--- src/rtl/seqmat_pkg.sv ---
`timescale 1ns/1ps
package seqmat_pkg;
  typedef enum logic [2:0] {
    PH_IDLE  = 3'd0,
    PH_FETCH = 3'd1,
    PH_APPLY = 3'd2,
    PH_RUN   = 3'd3,
    PH_NEXT  = 3'd4
  } phase_t;
endpackage

--- src/rtl/seqmat_ram.sv ---
`timescale 1ns/1ps
module seqmat_ram #(
  parameter int W     = 8,
  parameter int DEPTH = 16,
  localparam int AW   = $clog2(DEPTH)
) (
  input  logic          clk,
  input  logic          we,
  input  logic [AW-1:0] waddr,
  input  logic [W-1:0]  wdata,
  input  logic [AW-1:0] raddr,
  output logic [W-1:0]  rdata
);
  logic [W-1:0] mem [DEPTH];

  always_ff @(posedge clk) begin
    if (we) mem[waddr] <= wdata;
    rdata <= mem[raddr];
  end
endmodule

--- src/rtl/seqmat_seq.sv ---
`timescale 1ns/1ps
module seqmat_seq
  import seqmat_pkg::*;
#(
  parameter int N_ST   = 16,
  parameter int COND_N = 2,
  parameter int MODE_W = 8,
  parameter int DUR_W  = 8,
  localparam int ST_W   = $clog2(N_ST),
  localparam int ATTR_W = MODE_W + DUR_W + COND_N + 1
) (
  input  logic                   clk,
  input  logic                   rst,
  input  logic                   start_i,
  input  logic                   cfg_we_i,
  input  logic [COND_N-1:0]      cond_i,
  input  logic [ATTR_W-1:0]      attr_q_i,
  input  logic [ST_W-1:0]        nxt_q_i,
  output logic [ST_W-1:0]        attr_raddr_o,
  output logic [ST_W+COND_N-1:0] nxt_raddr_o,
  output logic                   cfg_ok_o,
  output logic [MODE_W-1:0]      mode_o,
  output logic [ST_W-1:0]        state_o,
  output logic                   busy_o,
  output logic                   done_o,
  output logic                   err_o
);
  phase_t            ph;
  logic [ST_W-1:0]   cur;
  logic [DUR_W-1:0]  cnt;
  logic [MODE_W-1:0] mode_q;
  logic              done_q, err_q;

  logic [MODE_W-1:0] a_mode;
  logic [DUR_W-1:0]  a_dur;
  logic [COND_N-1:0] a_mask;
  logic              a_stop;

  assign a_mode = attr_q_i[MODE_W-1:0];
  assign a_dur  = attr_q_i[MODE_W +: DUR_W];
  assign a_mask = attr_q_i[MODE_W+DUR_W +: COND_N];
  assign a_stop = attr_q_i[ATTR_W-1];

  assign attr_raddr_o = cur;
  assign nxt_raddr_o  = {cur, cond_i & a_mask};
  assign cfg_ok_o     = (ph == PH_IDLE);

  always_ff @(posedge clk) begin
    if (rst) begin
      ph     <= PH_IDLE;
      cur    <= '0;
      cnt    <= '0;
      mode_q <= '0;
      done_q <= 1'b0;
      err_q  <= 1'b0;
    end else begin
      if (cfg_we_i && ph != PH_IDLE) err_q <= 1'b1;
      case (ph)
        PH_IDLE: if (start_i) begin
          cur    <= '0;
          done_q <= 1'b0;
          ph     <= PH_FETCH;
        end
        PH_FETCH: ph <= PH_APPLY;
        PH_APPLY: begin
          if (a_stop) begin
            done_q <= 1'b1;
            ph     <= PH_IDLE;
          end else begin
            mode_q <= a_mode;
            cnt    <= a_dur;
            ph     <= PH_RUN;
          end
        end
        PH_RUN: begin
          if (cnt == '0) ph <= PH_NEXT;
          else           cnt <= cnt - 1'b1;
        end
        PH_NEXT: begin
          cur <= nxt_q_i;
          ph  <= PH_FETCH;
        end
        default: ph <= PH_IDLE;
      endcase
    end
  end

  assign mode_o  = mode_q;
  assign state_o = cur;
  assign busy_o  = (ph != PH_IDLE);
  assign done_o  = done_q;
  assign err_o   = err_q;

  // error flag never clears outside reset
  p_err_sticky_r8: assert property (@(posedge clk) disable iff (rst)
    err_q |=> err_q);
  // a write while running is flagged
  p_busy_write_err_r8: assert property (@(posedge clk) disable iff (rst)
    (cfg_we_i && ph != PH_IDLE) |=> err_q);
  // done only while idle
  p_done_idle_r6: assert property (@(posedge clk) disable iff (rst)
    done_q |-> (ph == PH_IDLE));
  // segment counter steps down by one while running
  p_cnt_dec_r3: assert property (@(posedge clk) disable iff (rst)
    (ph == PH_RUN && cnt != '0) |=> (ph == PH_RUN && cnt == $past(cnt) - 1'b1));
  // mode word held for the whole segment
  p_mode_stable_run_r3: assert property (@(posedge clk) disable iff (rst)
    (ph == PH_RUN) |=> $stable(mode_q));
  // state changes only at the lookup step
  p_state_hold_r4: assert property (@(posedge clk) disable iff (rst)
    (ph == PH_FETCH || ph == PH_APPLY || ph == PH_RUN) |=> $stable(cur));
  // a stop entry freezes mode and ends the run
  p_stop_freeze_r6: assert property (@(posedge clk) disable iff (rst)
    (ph == PH_APPLY && a_stop) |=> (done_q && ph == PH_IDLE && $stable(mode_q)));
endmodule

--- src/rtl/seqmat_ctrl.sv ---
`timescale 1ns/1ps
module seqmat_ctrl #(
  parameter int N_ST   = 16,
  parameter int COND_N = 2,
  parameter int MODE_W = 8,
  parameter int DUR_W  = 8,
  localparam int ST_W   = $clog2(N_ST),
  localparam int NX_AW  = ST_W + COND_N,
  localparam int NX_D   = N_ST * (2 ** COND_N),
  localparam int ATTR_W = MODE_W + DUR_W + COND_N + 1
) (
  input  logic              clk,
  input  logic              rst,
  input  logic              cfg_we,
  input  logic              cfg_sel,
  input  logic [NX_AW-1:0]  cfg_addr,
  input  logic [ATTR_W-1:0] cfg_wdata,
  input  logic              start_i,
  input  logic [COND_N-1:0] cond_i,
  output logic [MODE_W-1:0] mode_o,
  output logic [ST_W-1:0]   state_o,
  output logic              busy_o,
  output logic              done_o,
  output logic              wr_err_o
);
  logic              cfg_ok;
  logic [ATTR_W-1:0] attr_q;
  logic [ST_W-1:0]   nxt_q;
  logic [ST_W-1:0]   attr_raddr;
  logic [NX_AW-1:0]  nxt_raddr;
  logic              attr_we, nxt_we;

  assign attr_we = cfg_we && cfg_ok && !cfg_sel;
  assign nxt_we  = cfg_we && cfg_ok &&  cfg_sel;

  seqmat_ram #(.W(ATTR_W), .DEPTH(N_ST)) attr_ram_i (
    .clk(clk), .we(attr_we), .waddr(cfg_addr[ST_W-1:0]), .wdata(cfg_wdata),
    .raddr(attr_raddr), .rdata(attr_q));

  seqmat_ram #(.W(ST_W), .DEPTH(NX_D)) nxt_ram_i (
    .clk(clk), .we(nxt_we), .waddr(cfg_addr), .wdata(cfg_wdata[ST_W-1:0]),
    .raddr(nxt_raddr), .rdata(nxt_q));

  seqmat_seq #(.N_ST(N_ST), .COND_N(COND_N), .MODE_W(MODE_W), .DUR_W(DUR_W)) seq_i (
    .clk(clk), .rst(rst), .start_i(start_i), .cfg_we_i(cfg_we), .cond_i(cond_i),
    .attr_q_i(attr_q), .nxt_q_i(nxt_q), .attr_raddr_o(attr_raddr),
    .nxt_raddr_o(nxt_raddr), .cfg_ok_o(cfg_ok), .mode_o(mode_o),
    .state_o(state_o), .busy_o(busy_o), .done_o(done_o), .err_o(wr_err_o));
endmodule

--- config.mk ---
export PLATFORM = sky130hd
export DESIGN_NAME = seqmat_ctrl
export DESIGN_NICKNAME = d
export VERILOG_FILES = /design/src/rtl/seqmat_pkg.sv /design/src/rtl/seqmat_ram.sv /design/src/rtl/seqmat_seq.sv /design/src/rtl/seqmat_ctrl.sv
export SDC_FILE = /design/constraint.sdc
export NUM_CORES = 1
export LEC_CHECK = 0
export BUFFER_PORTS_ARGS = -buffer_cell sky130_fd_sc_hd__buf_2
export CAP_MARGIN = 5
export CORE_UTILIZATION = 56
export DETAILED_ROUTE_END_ITERATION = 10
export GPL_TIMING_DRIVEN = 0
export PLACE_DENSITY_LB_ADDON = 0.15
export SKIP_CTS_REPAIR_TIMING = 1
export SYNTH_ARGS = -nofsm -noshare
export SYNTH_HDL_FRONTEND = slang
export SYNTH_HIERARCHICAL = 1
export SYNTH_SLANG_ARGS = --single-unit
--- constraint.sdc ---
create_clock -name clk -period 3.1 [get_ports clk]
set_input_delay 0.155 -clock clk [delete_from_list [all_inputs] [get_ports clk]]
set_output_delay 0.155 -clock clk [all_outputs]
set_load 0.01 [all_outputs]
# After elaboration in Yosys (flattened, before gate mapping)
# Memory sizes are Yosys's and may differ from the RTL's. A register that Yosys moved wholly into a read port is not among the register bits.
# Index checks and enable logic that the tools add are counted.
# totals
reg_bits,25
latchBits,0
ram_bits,560
rom_bits,0
inputBits,32
output_inout_bits,15
wordCells,52
mem_count,2
# op_classes
n_addsub,1
multipliers,0
div_mod_pow,0
n_lt_le_gt_ge,0
eq_ne,9
shift,0
muxes,16
bitwise,2
n_reduce_logical,16
# memory_table
name,words,word_bits,read_ports,rd_ports_with_merged_regs,wr,line_no,rtl
attr_ram_i.mem,16,19,1,1,1,seqmat_ram.sv:14,logic [W-1:0] mem [DEPTH];
nxt_ram_i.mem,64,4,1,1,1,seqmat_ram.sv:14,
# ops
operator,n
2-to-1 mux 8 bit,2
case mux 8 bit (2 select lines),1
case mux 3 bit (5 select lines),1
logical NOT 8 bit,1
"!= test 2 bit, second input constant",4
case mux 4 bit (2 select lines),1
"subtractor 8 x 1 -> 8 bit, second input constant",1
"equality test 3 x 2 -> 1 bit, second input constant",2
2-to-1 mux 1 bit,6
2-to-1 mux 3 bit,2
AND reduction 2 bit,3
AND reduction 3 bit,2
nonzero test 2 bit,3
logical AND 1 bit,4
2-to-1 mux 4 bit,1
"equality test 3 x 1 -> 1 bit, second input constant",1
"equality test 3 bit, second input constant",1
logical NOT 3 bit,1
nonzero test 3 bit,1
bitwise AND 2 bit,1
2-to-1 mux 2 bit,1
"!= test 2 x 1 -> 1 bit, second input constant",1
case mux 1 bit (2 select lines),1
logical NOT 1 bit,1
inverter 1 bit,1

# Longest topological paths before layout
# Gate-level depths: netlist of run 1.
# logic_depth
ltp_word,5
ltp_mapped,8
mapped_depth_nobuf,6

# Modules after synthesis
# Netlist of run 1, hierarchy kept.
# by_module_without_submodules
mod,instances,cells_per_inst,area_per_inst_um2,seq_area_each_um2
seqmat_ram (attr_ram_i),1,507,11843.9,9509.1
seqmat_ram (nxt_ram_i),1,521,10407.5,7767.4
seqmat_seq,1,152,1221.2,500.5
seqmat_ctrl,1,2,16.3,0.0

# Least setup slack after synthesis of run 1
# OpenSTA, ideal clock, no wires.
# synth_path
path_kind,reg2reg
start,register seq_i.ph[0]
end,"memory attr_ram_i/mem[0][0] (netlist bit), enable pin"
setup_ns,0.419
arrival_time_ns,2.744
required_ns,2.681
slack_ns,-0.063
stages_incl_launch_ff,6
path_buffers,1
period_less_slack_ns,3.163
path_cell_list,dfxtp_1 clkbuf_1 nor3_1 and3b_1 or3b_2 nor3_1
# synth_between
elab_chain_cells,5
# synth_lines
element,line_no,rtl
from (decl),seqmat_seq.sv:28,phase_t ph;
from (signal assigned),seqmat_seq.sv:50,ph <= PH_IDLE;
from (signal assigned),seqmat_seq.sv:62,ph <= PH_FETCH;
from (signal assigned),seqmat_seq.sv:64,PH_FETCH: ph <= PH_APPLY;
logical NOT 3 bit,seqmat_seq.sv:46,assign cfg_ok_o = (ph == PH_IDLE);
via cfg_ok,seqmat_ctrl.sv:26,logic cfg_ok;
logical AND 1 bit (2 in series),seqmat_ctrl.sv:33,assign attr_we = cfg_we && cfg_ok && !cfg_sel;
via attr_we,seqmat_ctrl.sv:31,"logic attr_we, nxt_we;"
2-to-1 mux 1 bit,seqmat_ram.sv:17,if (we) mem[waddr] <= wdata;
2-to-1 mux 1 bit (not written as such),seqmat_ram.sv:17,
to (decl),seqmat_ram.sv:14,
# The timed path passes the listed nets, and every way through them passes these cells.

# Worst setup path in the final report of run 1
# layout_path
start,register seq_i.ph[1]
end,"memory attr_ram_i/mem[3][3] (netlist bit), enable pin"
# Same word-level chain as after synthesis.

==> flow_metrics.env, run 1 <==
export IMPL_status="finished clean"
export IMPL_port_buffers=44
export IMPL_reg2reg_from="seq_i/ph[1]"
export IMPL_critPathMaxStageDelay_ns=0.58
export IMPL_num_vias=11930
export IMPL_start_util=0.5714
export IMPL_ys_top_cells_by_area="edfxtp_1 (72%), mux4_2 (12%), dfxtp_1 (4.1%), mux4_1 (2.1%), a22oi_1 (1.6%)"
export IMPL_worstPathCellList="clkbuf_1 > nor3_1 > and3b_1 > or3b_2 > nor2_2 > buf_8"
export IMPL_place_hpwl_mm=33.09
export IMPL_p_per_area_nw_per_um2=622.6
export IMPL_worstSetupStartpointType="flip-flop"
export IMPL_cts_buffers=59
export IMPL_critPathBufInv=2
export IMPL_wl_mm=50.84
export IMPL_ys_ff_latch=608
export IMPL_reg2reg_depth=6
export IMPL_async_flop_share=0
export IMPL_slew_headroom=0.3912
export IMPL_hold_viol=0
export IMPL_setup_viol=0
export IMPL_row_count=74
export IMPL_final_nets=1357
export IMPL_synth_edff_count=560
export IMPL_fin_worst_skew_ns=0.02890
export IMPL_first_pass_iters=7
export IMPL_synth_seq_area_share=0.7568
export IMPL_yosysTopAreaCell="edfxtp_1"
export IMPL_fin_crit_ns=2.936
export IMPL_max_freq_ghz=0.3406
export IMPL_tightest_slew_ns=0.9132
export IMPL_antenna_found_initial=1
export IMPL_setup_worst_path_end_class="flip-flop"
export IMPL_n_fill_cell=2787
export IMPL_crit_path_start="seq_i/ph[1]"
export IMPL_die_area_um2=42770
export IMPL_synthCells=1182
export IMPL_routed_via_density=6.258
export IMPL_io_pins=47
export IMPL_ir_worst_vdd_v=0.0005795
export IMPL_die_h_um=206.8
export IMPL_n_antenna_cell=0
export IMPL_mostFrequentLayoutCells="edfxtp_1 (560), mux4_2 (122), nor2_1 (89), clkbuf_16 (60), a22oi_1 (51)"
export IMPL_synth_top_area_frac=0.7159
export IMPL_endpoint="attr_ram_i/mem[3][3]"
export IMPL_fin_crit_sh=0.9471
export IMPL_synth_cell_types=60
export IMPL_slowest_stage="or3b_2"
export IMPL_wire_per_inst_um=26.66
export IMPL_reg2reg_to="attr_ram_i/mem[3][3]"
export IMPL_grt_usage=0.2471
export IMPL_dr_wl_met3_mm=4.934
export IMPL_total_power_mw=16.70
export IMPL_drv_cap=0
export IMPL_place_ws_ns=0.1774
export IMPL_final_common_cell="edfxtp_1"
export IMPL_cts_tree="yes"
export IMPL_wl_met2_mm=22.81
export IMPL_crit_path_max_fanout=11
export IMPL_synth_ff_type="edfxtp_1"
export IMPL_ant_nets=0
export IMPL_syn_nets=1215
export IMPL_drc_errors=0
export IMPL_synth_avg_cell_area_um2=19.87
export IMPL_cp_depth=6
export IMPL_grt_pass1_vias=11680
export IMPL_clk_path_buf_depth=3
export IMPL_drt_met1_wl_mm=22.05
export IMPL_timing_final_ws_setup_ns=0.1640
export IMPL_clk_pin_slew_ns=0.06
export IMPL_p_leak_nw=8.477
export IMPL_syn_to_final_growth_pct=14.22
export IMPL_ys_warn_count=6
export IMPL_hold_path_class="in -> reg"
export IMPL_r2r_slack_ns=0.16
export IMPL_top_layer="met5"
export IMPL_drive_gt1_frac=0.2400
export IMPL_grt_overflow=0
export IMPL_cp_top_family="simple AND/OR/NAND/NOR gates"
export IMPL_syn_area_um2=23490
export IMPL_drtIter0Drc=1357
export IMPL_coreArea_um2=41110
export IMPL_crit_arrival_ns=3.25
export IMPL_clock_latency_ns=0.63
export IMPL_critPathRequiredTime_ns=3.42
export IMPL_cts_sinks=608
export IMPL_grt_max_degree=81
export IMPL_hold_worst_slack_ns=0.03479
export IMPL_rsz0062_at_grt="no"
export IMPL_routabilityCongestion=0.8718
export IMPL_die_x_um=206.8
export IMPL_cts_root_buf="clkbuf_16"
export IMPL_htreeDepth=2
export IMPL_worstSetupPathType="reg -> reg"
export IMPL_slew_violations=0
export IMPL_grt_pass1_wl_mm=74.49
-- cells by family (layout without fill, tap and decap cells) --
group	Yosys count	count (layout)	share of synthesized area
flip-flops	608	608	0.7568
AND/OR/NAND/NOR	236	236	0.04762
multiplexers	146	146	0.1404
AO/OA/AOI/OAI	117	117	0.03532
buffers and inverters	74	267	0.01934
adder cells (fa/ha/maj)	1	1	0.0005326
-- state kept, by name (all words and copies together) (netlist names) --
register and count:
attr_ram_i/mem 304, nxt_ram_i/mem 256, attr_ram_i/rdata 19, seq_i/cnt 8
seq_i/mode_o 8, nxt_ram_i/rdata 4, seq_i/attr_raddr_o 4, seq_i/ph 3
seq_i/done_o 1, seq_i/err_o 1
-- area by class of cell --
cell class              count  area, um2  area share
multi-input cells         500       5314      0.1981
clock inverters            30      307.8     0.01147
plain buffers              67      427.9     0.01595
inverters                   7      26.28   0.0009793
well taps                 532      665.6     0.02481
flip-flops and latches    608      17780      0.6626
repair buffers             81      676.9     0.02523
clock buffers              82       1634     0.06091
-- per-layer routing --
| layer | track usage | vias to the layer above |
|---|---|---|
| met4 | 0.07299 | 2 |
| met1 | 0.3744 | 6191 |
| met3 | 0.06405 | 77 |
| met5 | 0 | - |
| li1 | - | 5143 |
| met2 | 0.3575 | 521 |
-- power breakdown --
part	switching [mW]	internal (mW)	total, mW
clock	2.97	4.17	7.14
combinational	0.354	0.180	0.534
sequential	0.0205	9.00	9.02
-- worst min-delay path by stage --
stage          cells past startpoint              endpoint           startpoint  slack (ns)
2_1_floorplan                      0  attr_ram_i/mem[0][0]         cfg_wdata[0]        0.25
3_3_place_gp                       3           seq_i/err_o               cfg_we        0.40
3_5_place_dp                       2       seq_i/mode_o[3]  attr_ram_i/rdata[3]        0.43
4_1_cts                            3           seq_i/err_o               cfg_we       -0.21
5_1_grt                            2           seq_i/ph[2]                  rst        0.05
6_report                           2           seq_i/ph[2]                  rst        0.03
-- synth_stat cells, drive strengths merged, types with 2 or more instances --
master,instances
nor2,101
a221o,3
a21oi,22
or3,4
o21bai,2
o32ai,4
o22ai,3
o221ai,6
and3b,2
o211ai,2
nor4,2
edfxtp,560
nor3b,2
a22oi,51
nand3b,8
inv,6
nand2b,12
or4,3
mux4,141
or3b,3
nand3,16
a22o,4
a211oi,2
nand2,50
mux2i,5
nor3,10
and2b,2
nor4b,2
a31oi,4
o21ai,7
dfxtp,48
nor2b,8
clkbuf,31
nand4,2
and2,6
buf,36
-- stage by stage --
step                      instance area (um2)  instances  TNS, ns    util
after detailed placement                24710       1778        0  0.6011
after global placement                  24380       1758  -161.52  0.5930
after CTS                               26650       1890        0  0.6483
after floorplan                         23490       1182        0       -
final                                   26830       1907        0  0.6526
after global routing                    26830       1907        0  0.6526
No activity file was read; power rests on OpenSTA's default activity.
==> run 2: changes to the inputs <==
MAX_ROUTING_LAYER = met4   (was not set)
==> flow_metrics.env, run 2 (synthesis results as in run 1) <==
export IMPL_status="finished clean"
export IMPL_n_fill_cell=2787
export IMPL_routabilityCongestion=0.8860
export IMPL_io_pins=47
export IMPL_place_ws_ns=0.1774
export IMPL_cts_root_buf="clkbuf_16"
export IMPL_reg_top3="attr_ram_i/mem: 304 flops, nxt_ram_i/mem: 256 flops, attr_ram_i/rdata: 19 flops"
export IMPL_hold_path_class="in -> reg"
export IMPL_cts_sinks=608
export IMPL_hold_viol=0
export IMPL_worstSetupPathType="reg -> reg"
export IMPL_tightest_slew_ns=0.9459
export IMPL_crit_arrival_ns=3.24
export IMPL_die_area_um2=42770
export IMPL_coreArea_um2=41110
export IMPL_setup_viol=0
export IMPL_syn_to_final_growth_pct=14.23
export IMPL_grt_pass1_vias=11650
export IMPL_start_util=0.5714
export IMPL_slew_violations=0
export IMPL_p_leak_nw=8.477
export IMPL_slew_headroom=0.3671
export IMPL_place_hpwl_mm=33.09
export IMPL_die_h_um=206.8
export IMPL_hold_worst_slack_ns=0.03206
export IMPL_die_x_um=206.8
export IMPL_p_per_area_nw_per_um2=622.2
export IMPL_max_freq_ghz=0.3417
export IMPL_wire_per_inst_um=26.56
export IMPL_crit_path_max_fanout=11
export IMPL_critPathRequiredTime_ns=3.42
export IMPL_cts_buffers=59
export IMPL_mostFrequentLayoutCells="edfxtp_1 (560), mux4_2 (122), nor2_1 (89), clkbuf_16 (60), a22oi_1 (51)"
export IMPL_regMostFlops="attr_ram_i/mem"
export IMPL_fin_worst_skew_ns=0.02512
export IMPL_htreeDepth=2
export IMPL_clk_pin_slew_ns=0.06
export IMPL_clock_latency_ns=0.63
export IMPL_cts_tree="yes"
export IMPL_drive_gt1_frac=0.2400
export IMPL_fin_crit_sh=0.9440
export IMPL_clk_path_buf_depth=3
export IMPL_grt_pass1_wl_mm=74.64
export IMPL_antenna_found_initial=1
export IMPL_final_common_cell="edfxtp_1"
export IMPL_setup_worst_path_end_class="flip-flop"
export IMPL_drv_cap=0
export IMPL_first_pass_iters=7
export IMPL_grt_max_degree=81
export IMPL_largest_reg_flops=304
export IMPL_worstSetupStartpointType="flip-flop"
export IMPL_wl_mm=50.67
export IMPL_drc_errors=0
export IMPL_met3_usage=0.06405
export IMPL_grt_overflow=0
export IMPL_ant_nets=0
export IMPL_drtIter0Drc=1311
export IMPL_rsz0062_at_grt="no"
export IMPL_grtUsageMet2=0.3561
export IMPL_num_vias=11850
export IMPL_routed_via_density=6.211
export IMPL_grt_usage=0.2553
export IMPL_met1_usage=0.3764
export IMPL_ir_worst_vdd_v=0.0005802
export IMPL_final_nets=1357
export IMPL_fin_crit_ns=2.926
export IMPL_row_count=74
export IMPL_port_buffers=44
export IMPL_grt_busiest_layer="met1"
export IMPL_timing_final_ws_setup_ns=0.1735
-- run 2: cell types whose count changed in the layout (fill, tap and decap cells not counted), sizes merged --
cell,before,now
diode,0,1
-- run 2: final timing paths --
kind                                          start  depth (start not counted)  slack [ns]              endpoint
worst max-delay path                    seq_i/ph[1]                          6        0.17  attr_ram_i/mem[3][3]
worst min-delay path                            rst                          2        0.03           seq_i/ph[2]
worst max register to register          seq_i/ph[1]                          6        0.17  attr_ram_i/mem[3][3]
worst min register to register  attr_ram_i/rdata[2]                          2        0.44       seq_i/mode_o[2]
-- run 2: routing by layer --
| layer | routed length, um | vias up |
|---|---|---|
| li1 | - | 5155 |
| met1 | 22220 | 6122 |
| met2 | 22480 | 491 |
| met3 | 4896 | 83 |
| met4 | 1081 | 0 |
| met5 | 0 | - |
-- run 2: area by class of cell --
type	count	area, um2	share of cell area
inverter	7	26.28	0.0009792
sequential	608	17780	0.6625
antenna	1	2.502	0.00009326
multi-input combinational	500	5314	0.1980
buffer	67	427.9	0.01595
clock buffer	82	1634	0.06090
clock inverter	30	307.8	0.01147
tap	532	665.6	0.02481
timing repair buffer	81	676.9	0.02523
-- run 2: worst max-delay path, cell delays in order, from the launching register on --
cell and delay (ns):
dfxtp_1 0.30, clkbuf_1 0.17, nor3_1 0.34, and3b_1 0.42
or3b_2 0.58, nor2_2 0.57, buf_8 0.24
-- run 2: power by group --
part	switching, mW	leakage (nW)	internal, mW
Combinational	0.353	2.09	0.180
Sequential	0.0203	5.43	9.00
Clock	2.97	0.955	4.17
Total	3.34	8.48	13.4
-- run 2: through the flow --
stage	total power, mW	setup TNS [ns]	std cells	util	area (um2)
global placement	9.686	-161.52	1758	0.5930	24380
detailed placement	9.714	0	1778	0.6011	24710
floorplan	9.447	0	1182	-	23490
global route	17.15	0	1908	0.6527	26830
finish	16.69	0	1908	0.6527	26830
CTS	16.79	0	1890	0.6483	26650
==> run 3: changes to the inputs <==
CTS_BUF_LIST = sky130_fd_sc_hd__clkbuf_16   (was not set)
==> flow_metrics.env, run 3 (synthesis results as in run 1) <==
export IMPL_max_freq_ghz=0.3389
export IMPL_setup_worst_path_end_class="flip-flop"
export IMPL_critPathMaxStageDelay_ns=0.58
export IMPL_io_pins=47
export IMPL_final_util=0.6515
export IMPL_die_h_um=206.8
export IMPL_drc_errors=0
export IMPL_syn_to_final_growth_pct=14.02
export IMPL_drive_gt1_frac=0.2364
export IMPL_fin_crit_sh=0.9519
export IMPL_slew_violations=0
export IMPL_clock_latency_ns=0.63
export IMPL_num_vias=11910
export IMPL_fin_worst_skew_ns=0.02398
export IMPL_whs_endpoint="seq_i/ph[2]"
export IMPL_htreeDepth=2
export IMPL_r2r_slack_ns=0.15
export IMPL_regMostFlops="attr_ram_i/mem"
export IMPL_critPathBufInv=2
export IMPL_fin_crit_ns=2.951
export IMPL_grt_pass1_vias=11640
export IMPL_slowest_stage="or3b_2"
export IMPL_grt_pass1_wl_mm=74.62
export IMPL_row_count=74
export IMPL_p_leak_nw=8.520
export IMPL_hold_viol=0
export IMPL_routabilityCongestion=0.8860
export IMPL_rsz0062_at_grt="no"
export IMPL_tightest_slew_ns=0.9471
export IMPL_start_util=0.5714
export IMPL_crit_path_max_fanout=11
export IMPL_clk_pin_slew_ns=0.06
export IMPL_grt_usage=0.2552
export IMPL_antenna_found_initial=1
export IMPL_die_x_um=206.8
export IMPL_holdPathStages=2
export IMPL_largest_reg_flops=304
export IMPL_place_ws_ns=0.1774
export IMPL_routed_via_density=6.240
export IMPL_cts_root_buf="clkbuf_16"
export IMPL_port_buffers=44
export IMPL_slew_headroom=0.3686
export IMPL_drtIter0Drc=1343
export IMPL_clk_path_buf_depth=3
export IMPL_wire_per_inst_um=26.61
export IMPL_final_nets=1357
export IMPL_final_area_um2=26780
export IMPL_ir_worst_vdd_v=0.0005794
export IMPL_worstPathCellList="clkbuf_1 > nor3_1 > and3b_1 > or3b_2 > nor2_2 > buf_8"
export IMPL_reg_top3="attr_ram_i/mem: 304 flops, nxt_ram_i/mem: 256 flops, attr_ram_i/rdata: 19 flops"
export IMPL_hold_worst_slack_ns=0.03013
export IMPL_grt_overflow=0
export IMPL_mostFrequentLayoutCells="edfxtp_1 (560), mux4_2 (122), nor2_1 (89), clkbuf_16 (60), a22oi_1 (51)"
export IMPL_reg2reg_to="attr_ram_i/mem[3][3]"
export IMPL_cts_buffers=59
export IMPL_place_hpwl_mm=33.09
export IMPL_ant_nets=0
export IMPL_holdCritStartpoint="rst"
export IMPL_crit_arrival_ns=3.27
export IMPL_drv_cap=0
export IMPL_final_common_cell="edfxtp_1"
export IMPL_cts_tree="yes"
export IMPL_reg2reg_depth=6
export IMPL_worstSetupStartpointType="flip-flop"
export IMPL_p_per_area_nw_per_um2=616.7
export IMPL_worstSetupPathType="reg -> reg"
export IMPL_dpl_cell_area_um2=24710
export IMPL_wl_mm=50.77
export IMPL_timing_final_ws_setup_ns=0.1492
export IMPL_status="finished clean"
export IMPL_hold_path_class="in -> reg"
export IMPL_setup_viol=0
export IMPL_coreArea_um2=41110
export IMPL_grt_max_degree=81
export IMPL_cts_sinks=608
export IMPL_fin_tns_setup_ns=0
export IMPL_reg2reg_from="seq_i/ph[1]"
export IMPL_die_area_um2=42770
export IMPL_critPathRequiredTime_ns=3.42
export IMPL_first_pass_iters=7
export IMPL_cp_top_family="simple AND/OR/NAND/NOR gates"
run 3: layer usage:
layer / vias to the layer above / track usage / part of all wire
li1: 5150 / - / -
met1: 6132 / 0.3769 / 0.44
met2: 534 / 0.3556 / 0.44
met3: 89 / 0.06405 / 0.099
met4: 0 / 0.07377 / 0.023
met5: - / - / 0
run 3: worst max-delay path by stage:
stage,startpoint,to,slack [ns],cells past startpoint
floorplan,seq_i/ph[0],attr_ram_i/mem[8][0],0.29,5
global placement,seq_i/ph[0],attr_ram_i/mem[8][10],-1.35,5
detailed placement,seq_i/ph[0],attr_ram_i/mem[3][11],0.18,6
CTS,seq_i/ph[1],attr_ram_i/mem[3][3],0.16,6
global route,seq_i/ph[1],attr_ram_i/mem[3][3],0.06,6
finish,seq_i/ph[1],attr_ram_i/mem[3][3],0.15,6
run 3: metrics by stage:
| step | total power, mW | std cells |
|---|---|---|
| after floorplan | 9.447 | 1182 |
| after global placement | 9.686 | 1758 |
| after detailed placement | 9.714 | 1778 |
| after CTS | 16.61 | 1890 |
| final | 16.52 | 1908 |
| after global routing | 16.97 | 1908 |
run 3: layout make-up:
type	instances	area, um2
Timing Repair Buffer	81	676.9
Clock buffer	60	1501
Multi-Input combinational cell	500	5314
Tap cell	532	665.6
Sequential cell	608	17780
Clock inverter	52	390.4
Fill cell	2801	14330
Buffer	67	427.9
Inverter	7	26.28
Antenna cell	1	2.502
run 3: where the power goes:
part	total, mW	leakage (nW)	switching [mW]	internal (mW)
Sequential	9.02	5.43	0.0204	9.00
Clock	6.96	0.998	2.97	3.99
Combinational	0.533	2.09	0.352	0.180
Total	16.5	8.52	3.34	13.2
